==> src/rtl/lwd_pkg.sv <==
package lwd_pkg;

    // Aperture limits on the host side (21-bit so address + 3 never wraps)
    localparam logic [20:0] APERTURE_LO = 21'h0A0000;
    localparam logic [20:0] APERTURE_HI = 21'h0BFFFF;
    localparam logic [20:0] BANKED_END  = 21'h0AFFFF;
    localparam logic [20:0] MONO_LO     = 21'h0B0000;
    localparam logic [20:0] MONO_HI     = 21'h0B7FFF;
    localparam logic [20:0] COLOR_LO    = 21'h0B8000;

    typedef enum logic [1:0] {
        MAP_FULL   = 2'd0,
        MAP_BANKED = 2'd1,
        MAP_MONO   = 2'd2,
        MAP_COLOR  = 2'd3
    } map_sel_e;

    typedef enum logic [1:0] {
        SZ_BYTE = 2'd0,
        SZ_HALF = 2'd1,
        SZ_WORD = 2'd2,
        SZ_WIDE = 2'd3
    } xfer_size_e;

    typedef enum logic {
        SEQ_IDLE  = 1'b0,
        SEQ_BURST = 1'b1
    } seq_state_e;

    // Index of the final byte of a request
    function automatic logic [1:0] final_byte(input logic is_write, input xfer_size_e sz);
        if (!is_write)          return 2'd0;
        else if (sz == SZ_BYTE) return 2'd0;
        else if (sz == SZ_HALF) return 2'd1;
        else                    return 2'd3;
    endfunction

endpackage

==> src/rtl/lwd_window_map.sv <==
module lwd_window_map
    import lwd_pkg::*;
#(
    parameter int VRAM_AW = 19
) (
    input  logic [20:0]         byte_addr,
    input  map_sel_e            map_sel,
    input  logic [VRAM_AW-1:0]  bank_base,
    output logic                hit,
    output logic [VRAM_AW-1:0]  offset
);

    logic        in_aperture;
    logic [16:0] rel;
    logic [20:0] rel_full;

    assign in_aperture = (byte_addr >= APERTURE_LO) && (byte_addr <= APERTURE_HI);
    assign rel_full    = byte_addr - APERTURE_LO;
    assign rel         = rel_full[16:0];

    logic unused_rel_hi;
    assign unused_rel_hi = ^rel_full[20:17];

    always_comb begin
        hit    = 1'b0;
        offset = '0;
        unique case (map_sel)
            MAP_FULL: begin
                hit    = in_aperture;
                offset = VRAM_AW'(rel);
            end
            MAP_BANKED: begin
                hit    = in_aperture && (byte_addr <= BANKED_END);
                offset = bank_base + VRAM_AW'(rel[15:0]);
            end
            MAP_MONO: begin
                hit    = (byte_addr >= MONO_LO) && (byte_addr <= MONO_HI);
                offset = VRAM_AW'(rel[14:0]);
            end
            MAP_COLOR: begin
                hit    = (byte_addr >= COLOR_LO) && (byte_addr <= APERTURE_HI);
                offset = VRAM_AW'(rel[14:0]);
            end
            default: begin
                hit    = 1'b0;
                offset = '0;
            end
        endcase
    end

endmodule

==> src/rtl/lwd_byte_seq.sv <==
module lwd_byte_seq
    import lwd_pkg::*;
(
    input  logic       clk,
    input  logic       rst,
    input  logic       req_valid,
    input  logic       req_write,
    input  xfer_size_e req_size,
    output logic [1:0] byte_idx,
    output logic       active,
    output logic       ready
);

    seq_state_e st_q;
    logic [1:0] idx_q;
    logic [1:0] last_idx;

    assign last_idx = final_byte(req_write, req_size);
    assign byte_idx = (st_q == SEQ_BURST) ? idx_q : 2'd0;
    assign active   = (st_q == SEQ_BURST) || req_valid;
    assign ready    = active && (byte_idx == last_idx);

    always_ff @(posedge clk) begin
        if (rst) begin
            st_q  <= SEQ_IDLE;
            idx_q <= 2'd0;
        end else if (active) begin
            if (ready) begin
                st_q  <= SEQ_IDLE;
                idx_q <= 2'd0;
            end else begin
                st_q  <= SEQ_BURST;
                idx_q <= byte_idx + 2'd1;
            end
        end
    end

    AST_SINGLE_READY: assert property (@(posedge clk) disable iff (rst)
        (st_q == SEQ_IDLE && req_valid && last_idx == 2'd0) |-> ready)
        else $error("single-byte request not ready at once");

    AST_BURST_STEP: assert property (@(posedge clk) disable iff (rst)
        (active && !ready) |=> (st_q == SEQ_BURST && byte_idx == $past(byte_idx) + 2'd1))
        else $error("burst did not advance by one byte");

    AST_DONE_IDLE: assert property (@(posedge clk) disable iff (rst)
        ready |=> (st_q == SEQ_IDLE))
        else $error("sequencer not idle after completion");

endmodule

==> src/rtl/lwd_dirty_map.sv <==
module lwd_dirty_map #(
    parameter int PG_W   = 7,
    parameter int NPAGES = 1 << PG_W
) (
    input  logic              clk,
    input  logic              rst,
    input  logic              set_en,
    input  logic [PG_W-1:0]   set_page,
    input  logic              clr_en,
    input  logic [PG_W-1:0]   clr_first,
    input  logic [PG_W-1:0]   clr_last,
    output logic [NPAGES-1:0] dirty
);

    for (genvar g = 0; g < NPAGES; g++) begin : g_page
        logic hit_set;
        logic hit_clr;
        assign hit_set = set_en && (set_page == PG_W'(g));
        assign hit_clr = clr_en && (int'(clr_first) <= g) && (int'(clr_last) >= g);

        always_ff @(posedge clk) begin
            if (rst)          dirty[g] <= 1'b0;
            else if (hit_set) dirty[g] <= 1'b1;
            else if (hit_clr) dirty[g] <= 1'b0;
        end
    end

    AST_DIRTY_SET: assert property (@(posedge clk) disable iff (rst)
        set_en |=> dirty[$past(set_page)])
        else $error("written page not marked");

    AST_CLR_FIRST: assert property (@(posedge clk) disable iff (rst)
        (clr_en && clr_first <= clr_last && !(set_en && set_page == clr_first))
        |=> !dirty[$past(clr_first)])
        else $error("first page of clear range still marked");

    AST_DIRTY_HOLD: assert property (@(posedge clk) disable iff (rst)
        (!set_en && !clr_en) |=> $stable(dirty))
        else $error("bitmap changed without write or clear");

endmodule

==> src/rtl/legacy_window_decoder.sv <==
module legacy_window_decoder
    import lwd_pkg::*;
#(
    parameter  int VRAM_AW    = 19,
    parameter  int PAGE_SHIFT = 12,
    localparam int PG_W       = VRAM_AW - PAGE_SHIFT,
    localparam int NPAGES     = 1 << PG_W
) (
    input  logic               clk,
    input  logic               rst,
    input  logic [7:0]         gr6,
    input  logic [VRAM_AW-1:0] bank_base,
    input  logic               req_valid,
    input  logic               req_write,
    input  logic [1:0]         req_size,
    input  logic [19:0]        req_addr,
    input  logic [31:0]        req_wdata,
    output logic               req_ready,
    output logic [7:0]         req_rdata,
    output logic               win_hit,
    output logic               win_miss,
    output logic               mem_en,
    output logic               mem_we,
    output logic [VRAM_AW-1:0] mem_addr,
    output logic [7:0]         mem_wdata,
    input  logic [7:0]         mem_rdata,
    input  logic               clr_en,
    input  logic [PG_W-1:0]    clr_first,
    input  logic [PG_W-1:0]    clr_last,
    output logic [NPAGES-1:0]  dirty
);

    map_sel_e    map_sel;
    logic [1:0]  byte_idx;
    logic        active;
    logic [20:0] byte_addr;
    logic        dec_hit;
    logic        dirty_set;

    logic unused_gr6;
    assign unused_gr6 = ^{gr6[7:4], gr6[1:0]};

    assign map_sel = map_sel_e'(gr6[3:2]);

    lwd_byte_seq u_seq (
        .clk       (clk),
        .rst       (rst),
        .req_valid (req_valid),
        .req_write (req_write),
        .req_size  (xfer_size_e'(req_size)),
        .byte_idx  (byte_idx),
        .active    (active),
        .ready     (req_ready)
    );

    assign byte_addr = {1'b0, req_addr} + 21'(byte_idx);

    lwd_window_map #(.VRAM_AW(VRAM_AW)) u_map (
        .byte_addr (byte_addr),
        .map_sel   (map_sel),
        .bank_base (bank_base),
        .hit       (dec_hit),
        .offset    (mem_addr)
    );

    assign win_hit   = active && dec_hit;
    assign win_miss  = active && !dec_hit;
    assign mem_en    = win_hit;
    assign mem_we    = req_write;
    assign mem_wdata = req_wdata[8*byte_idx +: 8];
    assign req_rdata = dec_hit ? mem_rdata : 8'hFF;
    assign dirty_set = mem_en && req_write;

    lwd_dirty_map #(.PG_W(PG_W), .NPAGES(NPAGES)) u_dirty (
        .clk       (clk),
        .rst       (rst),
        .set_en    (dirty_set),
        .set_page  (mem_addr[VRAM_AW-1:PAGE_SHIFT]),
        .clr_en    (clr_en),
        .clr_first (clr_first),
        .clr_last  (clr_last),
        .dirty     (dirty)
    );

    AST_TEXT_BOUND: assert property (@(posedge clk) disable iff (rst)
        (mem_en && gr6[3]) |-> (mem_addr[VRAM_AW-1:15] == '0))
        else $error("32 KB window produced an offset beyond its size");

    AST_MISS_NO_MARK: assert property (@(posedge clk) disable iff (rst)
        (win_miss && !clr_en) |=> $stable(dirty))
        else $error("rejected byte changed the bitmap");

endmodule

==> config.mk <==
export PLATFORM = sky130hd
export DESIGN_NAME = legacy_window_decoder
export DESIGN_NICKNAME = d
export VERILOG_FILES = /design/src/rtl/lwd_pkg.sv /design/src/rtl/lwd_window_map.sv /design/src/rtl/lwd_byte_seq.sv /design/src/rtl/lwd_dirty_map.sv /design/src/rtl/legacy_window_decoder.sv
export SDC_FILE = /design/constraint.sdc
export NUM_CORES = 1
export LEC_CHECK = 0
export ABC_AREA = 1
export BUFFER_PORTS_ARGS = -buffer_cell sky130_fd_sc_hd__buf_2
export CAP_MARGIN = 20
export CORE_ASPECT_RATIO = 0.75
export CORE_UTILIZATION = 30
export DETAILED_ROUTE_END_ITERATION = 7
export PLACE_DENSITY = 0.5
export SETUP_SLACK_MARGIN = 0.2
export SLEW_MARGIN = 25
export SYNTH_ARGS = -nofsm -noshare
export SYNTH_HDL_FRONTEND = slang
export SYNTH_HIERARCHICAL = 1
export SYNTH_SLANG_ARGS = --single-unit
==> constraint.sdc <==
create_clock -name clk -period 4.9 [get_ports clk]
set_input_delay 1.225 -clock clk [delete_from_list [all_inputs] [get_ports clk]]
set_output_delay 1.225 -clock clk [all_outputs]
set_load 0.05 [all_outputs]
* Word level (Yosys, flattened, before mapping)
Index checks and enable logic that the tools add are counted.
Operators by class: add/subtract/negate cells 4, $lt $le $gt $ge 260, eq/ne operators 132, shifts and indexed selects 1, muxes and demuxes 265, reduce and logical (&&, ||, !) cells 524
Operator list (count):
- 7-bit == test (second input constant) | 64
- 7-bit greater-or-equal comparator (second input constant) | 64
- 7-bit less-or-equal comparator (second input constant) | 63
- 1-bit logical AND | 390
- 1-bit 2-to-1 mux | 257
- 2-bit nonzero test | 128
- 7-bit by 6-bit == test with 1-bit output (second input constant) | 32
- 7-bit by 6-bit greater-or-equal comparator with 1-bit output (second input constant) | 32
- 7-bit by 6-bit less-or-equal comparator with 1-bit output (second input constant) | 32
- 7-bit by 5-bit == test with 1-bit output (second input constant) | 16
- 7-bit by 5-bit greater-or-equal comparator with 1-bit output (second input constant) | 16
- 7-bit by 5-bit less-or-equal comparator with 1-bit output (second input constant) | 16
- 21-bit by 20-bit greater-or-equal comparator with 1-bit output (second input constant) | 3
- 21-bit by 20-bit less-or-equal comparator with 1-bit output (second input constant) | 3
- 19-bit one-hot mux with 3 select lines | 1
- 7-bit by 4-bit == test with 1-bit output (second input constant) | 8
- 7-bit by 4-bit greater-or-equal comparator with 1-bit output (second input constant) | 8
- 7-bit by 4-bit less-or-equal comparator with 1-bit output (second input constant) | 8
- 32-bit by 6-bit indexed part select with 8-bit output | 1
- 7-bit by 3-bit == test with 1-bit output (second input constant) | 4
- 7-bit by 3-bit greater-or-equal comparator with 1-bit output (second input constant) | 4
- 7-bit by 3-bit less-or-equal comparator with 1-bit output (second input constant) | 4
- 20-bit by 2-bit adder with 21-bit output | 1
- 19-bit by 16-bit adder with 19-bit output | 1
- other kinds (19) | 30
Word-level totals: register bits after elaboration 131, input port bits 108, output and inout bits 168, word-level logic and storage cells 1316

* Depth between registers and ports, before layout
depth in word-level cells 10, gate-level depth with buffers 27, mapped depth without buffers 27

* Hierarchy
Netlist, hierarchy kept.
By module, submodules not included:
- lwd_dirty_map | times used 1, cells an instance 1195, area each 7233.2 µm², seq. area each 2562.5 µm²
- lwd_window_map | times used 1, cells an instance 312, area each 1522.7 µm², seq. area each 0.0 µm²
- legacy_window_decoder | times used 1, cells an instance 163, area each 838.3 µm², seq. area each 0.0 µm²
- lwd_byte_seq | times used 1, cells an instance 29, area each 201.4 µm², seq. area each 60.1 µm²

* Worst setup path after synthesis
OpenSTA, ideal clock, no wires.
path type input-to-output, from in req_addr[0], to out mem_addr[18], arrival 4.470 ns, required time 3.675 ns, path slack -0.795 ns, stages 18, buffers on the path 0, cell sequence ha_1 > inv_1 > fa_1 > nor2_4 > nand2_2 > nor2_4 > nand2_2 > nand2_1 > nand2_1 > ha_1 > nand2_1 > nor2_1 > nand2_2 > nor2_1 > nand2_1 > nand4_1 > nand2_1 > nor2_1
Between the ends: word-level cells in the longest chain between the ends 4
RTL lines:
- start, declared | line legacy_window_decoder.sv:16 | input logic [19:0] req_addr,
- 20-bit by 2-bit adder with 21-bit output | line legacy_window_decoder.sv:56 | assign byte_addr = {1'b0, req_addr} + 21'(byte_idx);
- via byte_addr[14] | line legacy_window_decoder.sv:36 | logic [20:0] byte_addr;
- 17-bit by 1-bit subtractor with 17-bit output | line lwd_window_map.sv:18 | assign rel_full = byte_addr - APERTURE_LO;
- 19-bit by 16-bit adder with 19-bit output | line lwd_window_map.sv:34 | offset = bank_base + VRAM_AW'(rel[15:0]);
- 19-bit one-hot mux with 3 select lines | line lwd_window_map.sv:27 | unique case (map_sel)
- end, declared | line legacy_window_decoder.sv:24 | output logic [VRAM_AW-1:0] mem_addr,
The timed path passes the listed nets, and every way through them passes these cells.

* Final worst setup path
from in req_addr[0], to out mem_addr[17]
The elaborated chain is that of the path after synthesis.

==> reports/summary.md <==
The number of nets in the synthesized netlist is 1827. In this run the mean area of a mapped cell was 5.77 µm². The largest single stage delay on the critical path is 370 ps. By area, the combinational part of the netlist is dominated by simple AND/OR/NAND/NOR gates. The tools report the final number of hold-violating endpoints as 0. The post-synthesis xor/xnor area fraction was 1.43%. The buffers plus inverters on the worst setup path was 3. STA puts the critical path data required time at 3670 ps. The tools report the final number of max-transition violations as 0. The via-per-instance ratio was 5.20; the area of the placeable core was 31700 µm². The mapped netlist covers 9800 µm².

STA classifies the critical path startpoint as an input port. The tools report the total global-route track usage as 32.3%. The number of distinct library cells after synthesis was 42; the compound-cell area share of the yosys netlist was 16.7%. For the detailed-routing iteration count for the pre-antenna-repair pass, the log shows 6. The fmax came out at 201 MHz. The checks that failed: negative setup slack. The tools report the tightest slew margin relative to the limit as 33.4%.

During placement, the flow inserted port buffers numbering 269. The worst-case IR drop observed on VDD is 0.000190 V. The initial cell density of the core was 30.9%; the final period utilization was 101%. The signal on the critical path passes through buf_6, ha_4, inv_2, fa_2, nor2_4, nand2_4, nor2_4, nand2_2, nand2_2, nand2_4, ha_4, nand2_4, nor2_4, nand2_2, nor2_1, nand2_1, nand4_1, nand2_2, nor2_4, buf_12.

For the leakage component of the power, the log shows 6.43 nW. The tools report the placed cell count as 2450. Setup repair after global routing could not meet its margin everywhere. Sequential cells were found to cover 26.8% of the synthesized design area. The endpoint class of the critical path was an output pin.

The minimum setup slack in the final design was -66.3 ps. The path type of the worst setup path was in2out. The first-iteration detailed-routing DRC count was 1372; the largest driver fanout on the critical path was 4. Counting flops and latches in the post-synthesis netlist gives 131. Counting the fill cells in the layout gives 3521. The detail route stage leaves a number of antenna-violating nets equal to 0. Number of endpoints failing setup at the final stage: 18. The net total in the final layout is 2185, and the relative area change from synthesis to final layout is 42.5%.

The detailed router placed 13000 vias in this run. The simple-gate area share of the yosys netlist was 43.2%; the horizontal die dimension was 211 µm. The transition at the pin with the smallest max-transition slack was 995 ps.

Most common cell after layout, fill and taps aside: sky130_fd_sc_hd__nand2_1. Dividing the detail-routed wire length by the instance count gives 21.9 µm. Summing internal, switching and leakage power gives 3.31 mW. On the critical path the largest part of the delay comes from simple AND/OR/NAND/NOR gates. The finished layout holds 2506 standard cells, fillers aside.

TritonCTS built the clock tree. In the final layout, the share of cells above drive strength 1 is 28.6%. For this design the ratio of total power to cell area is 237 nW/µm². Summed over all layers, the routed wires come to 54900 µm. The clock tree buffer depth is 2, and the post-CTS clock slew at the launch and capture registers of the worst setup and hold paths is 60 ps.

The count of warnings emitted by yosys is 6. The most used flip-flop cell after synthesis was sky130_fd_sc_hd__dfxtp_1. The slowest stage of the critical path belongs to the cell sky130_fd_sc_hd__fa_2. The maximum number of pins on one net before global-route repair was 61; the gate count of the mapped netlist was 1699. The remaining routing DRC violations is 0. The first global-routing pass estimated 78000 µm of wire. The tool flagged a number of max-cap violations equal to 0. STA puts the critical path data arrival time at 3740 ps. The total overflow left after global routing is 0. The die covers 33400 µm². Clock tree synthesis inserted a total of 17 buffers.

After synthesis, the share of cell area in mux cells is 0%. The tools report the clock skew after layout as 4.81 ps. Clock latency on the worst-skew pair, taken at its later pin, is 450 ps. The number of antenna violations at the first check in global routing came out at 1. Height of the chip: 158 µm. Across all hold checks on the routed design, the worst slack comes to 458 ps. Number of placement rows: 56.

Summing the areas of all fa, ha and maj instances in the mapped netlist gives 2.71% of the synthesized area. In this run the count of I/O pins placed on the die edge is 276. The post-detailed-placement half-perimeter wirelength was 42800 µm. In this run the worst hold path is classified as reg2reg. In the layout the commonest cells are sky130_fd_sc_hd__nand2_1 (589), sky130_fd_sc_hd__buf_2 (239), sky130_fd_sc_hd__nor2_1 (165). The cell sitting at the root of the clock tree is a sky130_fd_sc_hd__clkbuf_16.

The H-tree level count was 4. In the synthesized netlist the async set-or-reset flop fraction comes to 0%. The flow ran to the end, but the final reports show violations.

The clock drives 131 sinks. The final critical path time including I/O delays and setup was 4970 ps; the number of enable flip-flop cells after synthesis was 0. For the routability congestion estimate from global placement, the log shows 1.05.

The number of global-route vias before repair came out at 11800.
==> flip-flops by register name (all words and copies together), names as in the netlist <==
| register | flops |
|---|---|
| u_dirty/dirty | 128 |
| u_seq/st_q | 1 |
| u_seq/idx_q | 2 |
==> cell families (layout without fill, tap and decap cells) <==
| kind of cell | Yosys count | after routing |
|---|---|---|
| compound gates | 314 | 314 |
| xor+xnor | 16 | 16 |
| fa+ha+maj | 20 | 20 |
| buf+inv | 221 | 592 |
| flops | 131 | 131 |
| other cells | 0 | 1 |
| simple gates | 997 | 997 |
==> metrics by stage <==
step	instance area [µm²]	setup TNS [ps]	utilization (%)	worst slack, ps
after floorplan	9950	0	-	52.5
after global placement	12500	-4820	39.3	-290
after detailed placement	12500	-5030	39.3	-294
after CTS	13500	-485	42.8	-62.2
after global routing	14000	-3430	44.1	-234
final	14000	-606	44.1	-66.3
==> layer usage <==
| metal | part of all wire (%) | vias up | track usage (%) |
|---|---|---|---|
| met2 | 39 | 633 | 44.1 |
| met3 | 10 | 42 | 8.40 |
| met1 | 50 | 6158 | 49.6 |
| met4 | 1.3 | 0 | 6.11 |
| met5 | 0 | - | 0 |
| li1 | - | 6202 | - |
==> power breakdown <==
part	leakage, nW	internal, mW	total (mW)	switching, mW
combinational	5.11	0.303	0.955	0.652
clock	0.264	0.709	1.28	0.576
sequential	1.06	1.07	1.07	0.00201
==> cell usage after synthesis (2+ instances only) <==
cell type | n | share of area (%)
sky130_fd_sc_hd__o22ai_1 | 10 | 0.64
sky130_fd_sc_hd__a21oi_1 | 176 | 9.0
sky130_fd_sc_hd__ha_1 | 18 | 2.3
sky130_fd_sc_hd__nand3_1 | 115 | 5.9
sky130_fd_sc_hd__fa_1 | 2 | 0.41
sky130_fd_sc_hd__nand2_1 | 616 | 24
sky130_fd_sc_hd__buf_1 | 4 | 0.15
sky130_fd_sc_hd__o211ai_1 | 11 | 0.84
sky130_fd_sc_hd__nand3_2 | 4 | 0.41
sky130_fd_sc_hd__dfxtp_1 | 131 | 27
sky130_fd_sc_hd__inv_2 | 8 | 0.31
sky130_fd_sc_hd__or2_2 | 8 | 0.51
sky130_fd_sc_hd__and2_1 | 3 | 0.19
sky130_fd_sc_hd__nor2_2 | 8 | 0.51
sky130_fd_sc_hd__nor2_4 | 4 | 0.46
sky130_fd_sc_hd__xnor2_1 | 13 | 1.2
sky130_fd_sc_hd__o21ai_0 | 108 | 5.5
sky130_fd_sc_hd__nand3b_1 | 6 | 0.46
sky130_fd_sc_hd__buf_2 | 20 | 1.0
sky130_fd_sc_hd__xor2_1 | 3 | 0.27
sky130_fd_sc_hd__nor3_4 | 6 | 1.0
sky130_fd_sc_hd__buf_4 | 7 | 0.54
sky130_fd_sc_hd__nand2_2 | 14 | 0.89
sky130_fd_sc_hd__nor2_1 | 179 | 6.9
sky130_fd_sc_hd__nand4_1 | 18 | 1.1
sky130_fd_sc_hd__nor3_2 | 3 | 0.31
sky130_fd_sc_hd__a21oi_2 | 4 | 0.36
sky130_fd_sc_hd__nor3_1 | 9 | 0.46
sky130_fd_sc_hd__clkinv_1 | 5 | 0.19
sky130_fd_sc_hd__inv_4 | 2 | 0.13
sky130_fd_sc_hd__inv_1 | 149 | 5.7
sky130_fd_sc_hd__buf_6 | 2 | 0.23
sky130_fd_sc_hd__clkbuf_1 | 24 | 0.92
==> repair_timing <==
| item | CTS | global route |
|---|---|---|
| setup buffers | 13 | 10 |
| pin swaps | 32 | 21 |
| hold buffers | 0 | 0 |
| endpoints found under the setup margin | 27 | 57 |
| gates resized for setup | 111 | 70 |
| gates cloned | 0 | 0 |
==> worst paths after layout <==
check / startpoint / to / slack (ps) / cells after the start
setup / recovery: req_addr[0] / mem_addr[17] / -70 / 20
hold / removal: u_dirty/dirty[55]$_SDFFE_PP0P_ / u_dirty/dirty[55]$_SDFFE_PP0P_ / 460 / 2
setup reg to reg: u_seq/st_q$_SDFFE_PP0P_ / u_dirty/dirty[48]$_SDFFE_PP0P_ / 620 / 26
hold reg to reg: u_dirty/dirty[55]$_SDFFE_PP0P_ / u_dirty/dirty[55]$_SDFFE_PP0P_ / 460 / 2
==> layout make-up <==
cell class                 count  area [µm²]  area share [%]
multi-input combinational   1347        6940            49.7
timing repair buffer         396        2650            19.0
sequential                   131        2620            18.8
inverter                     164         629            4.51
tap                          435         544            3.90
clock buffer                  17         425            3.05
clock inverter                15         146            1.05
antenna                        1        2.50          0.0179
==> worst register-to-register path, delay by kind of cell, from the launching register on <==
family,cells,cell delay (ps)
xor gates and xnor gates,1,130
DFF,1,400
and+or+nand+nor,15,1760
buffers and inverters,7,1040
adders and majority gates,2,740
AOI/OAI and AO/OA,1,130
Note: power is estimated with default switching activity, not from simulation.
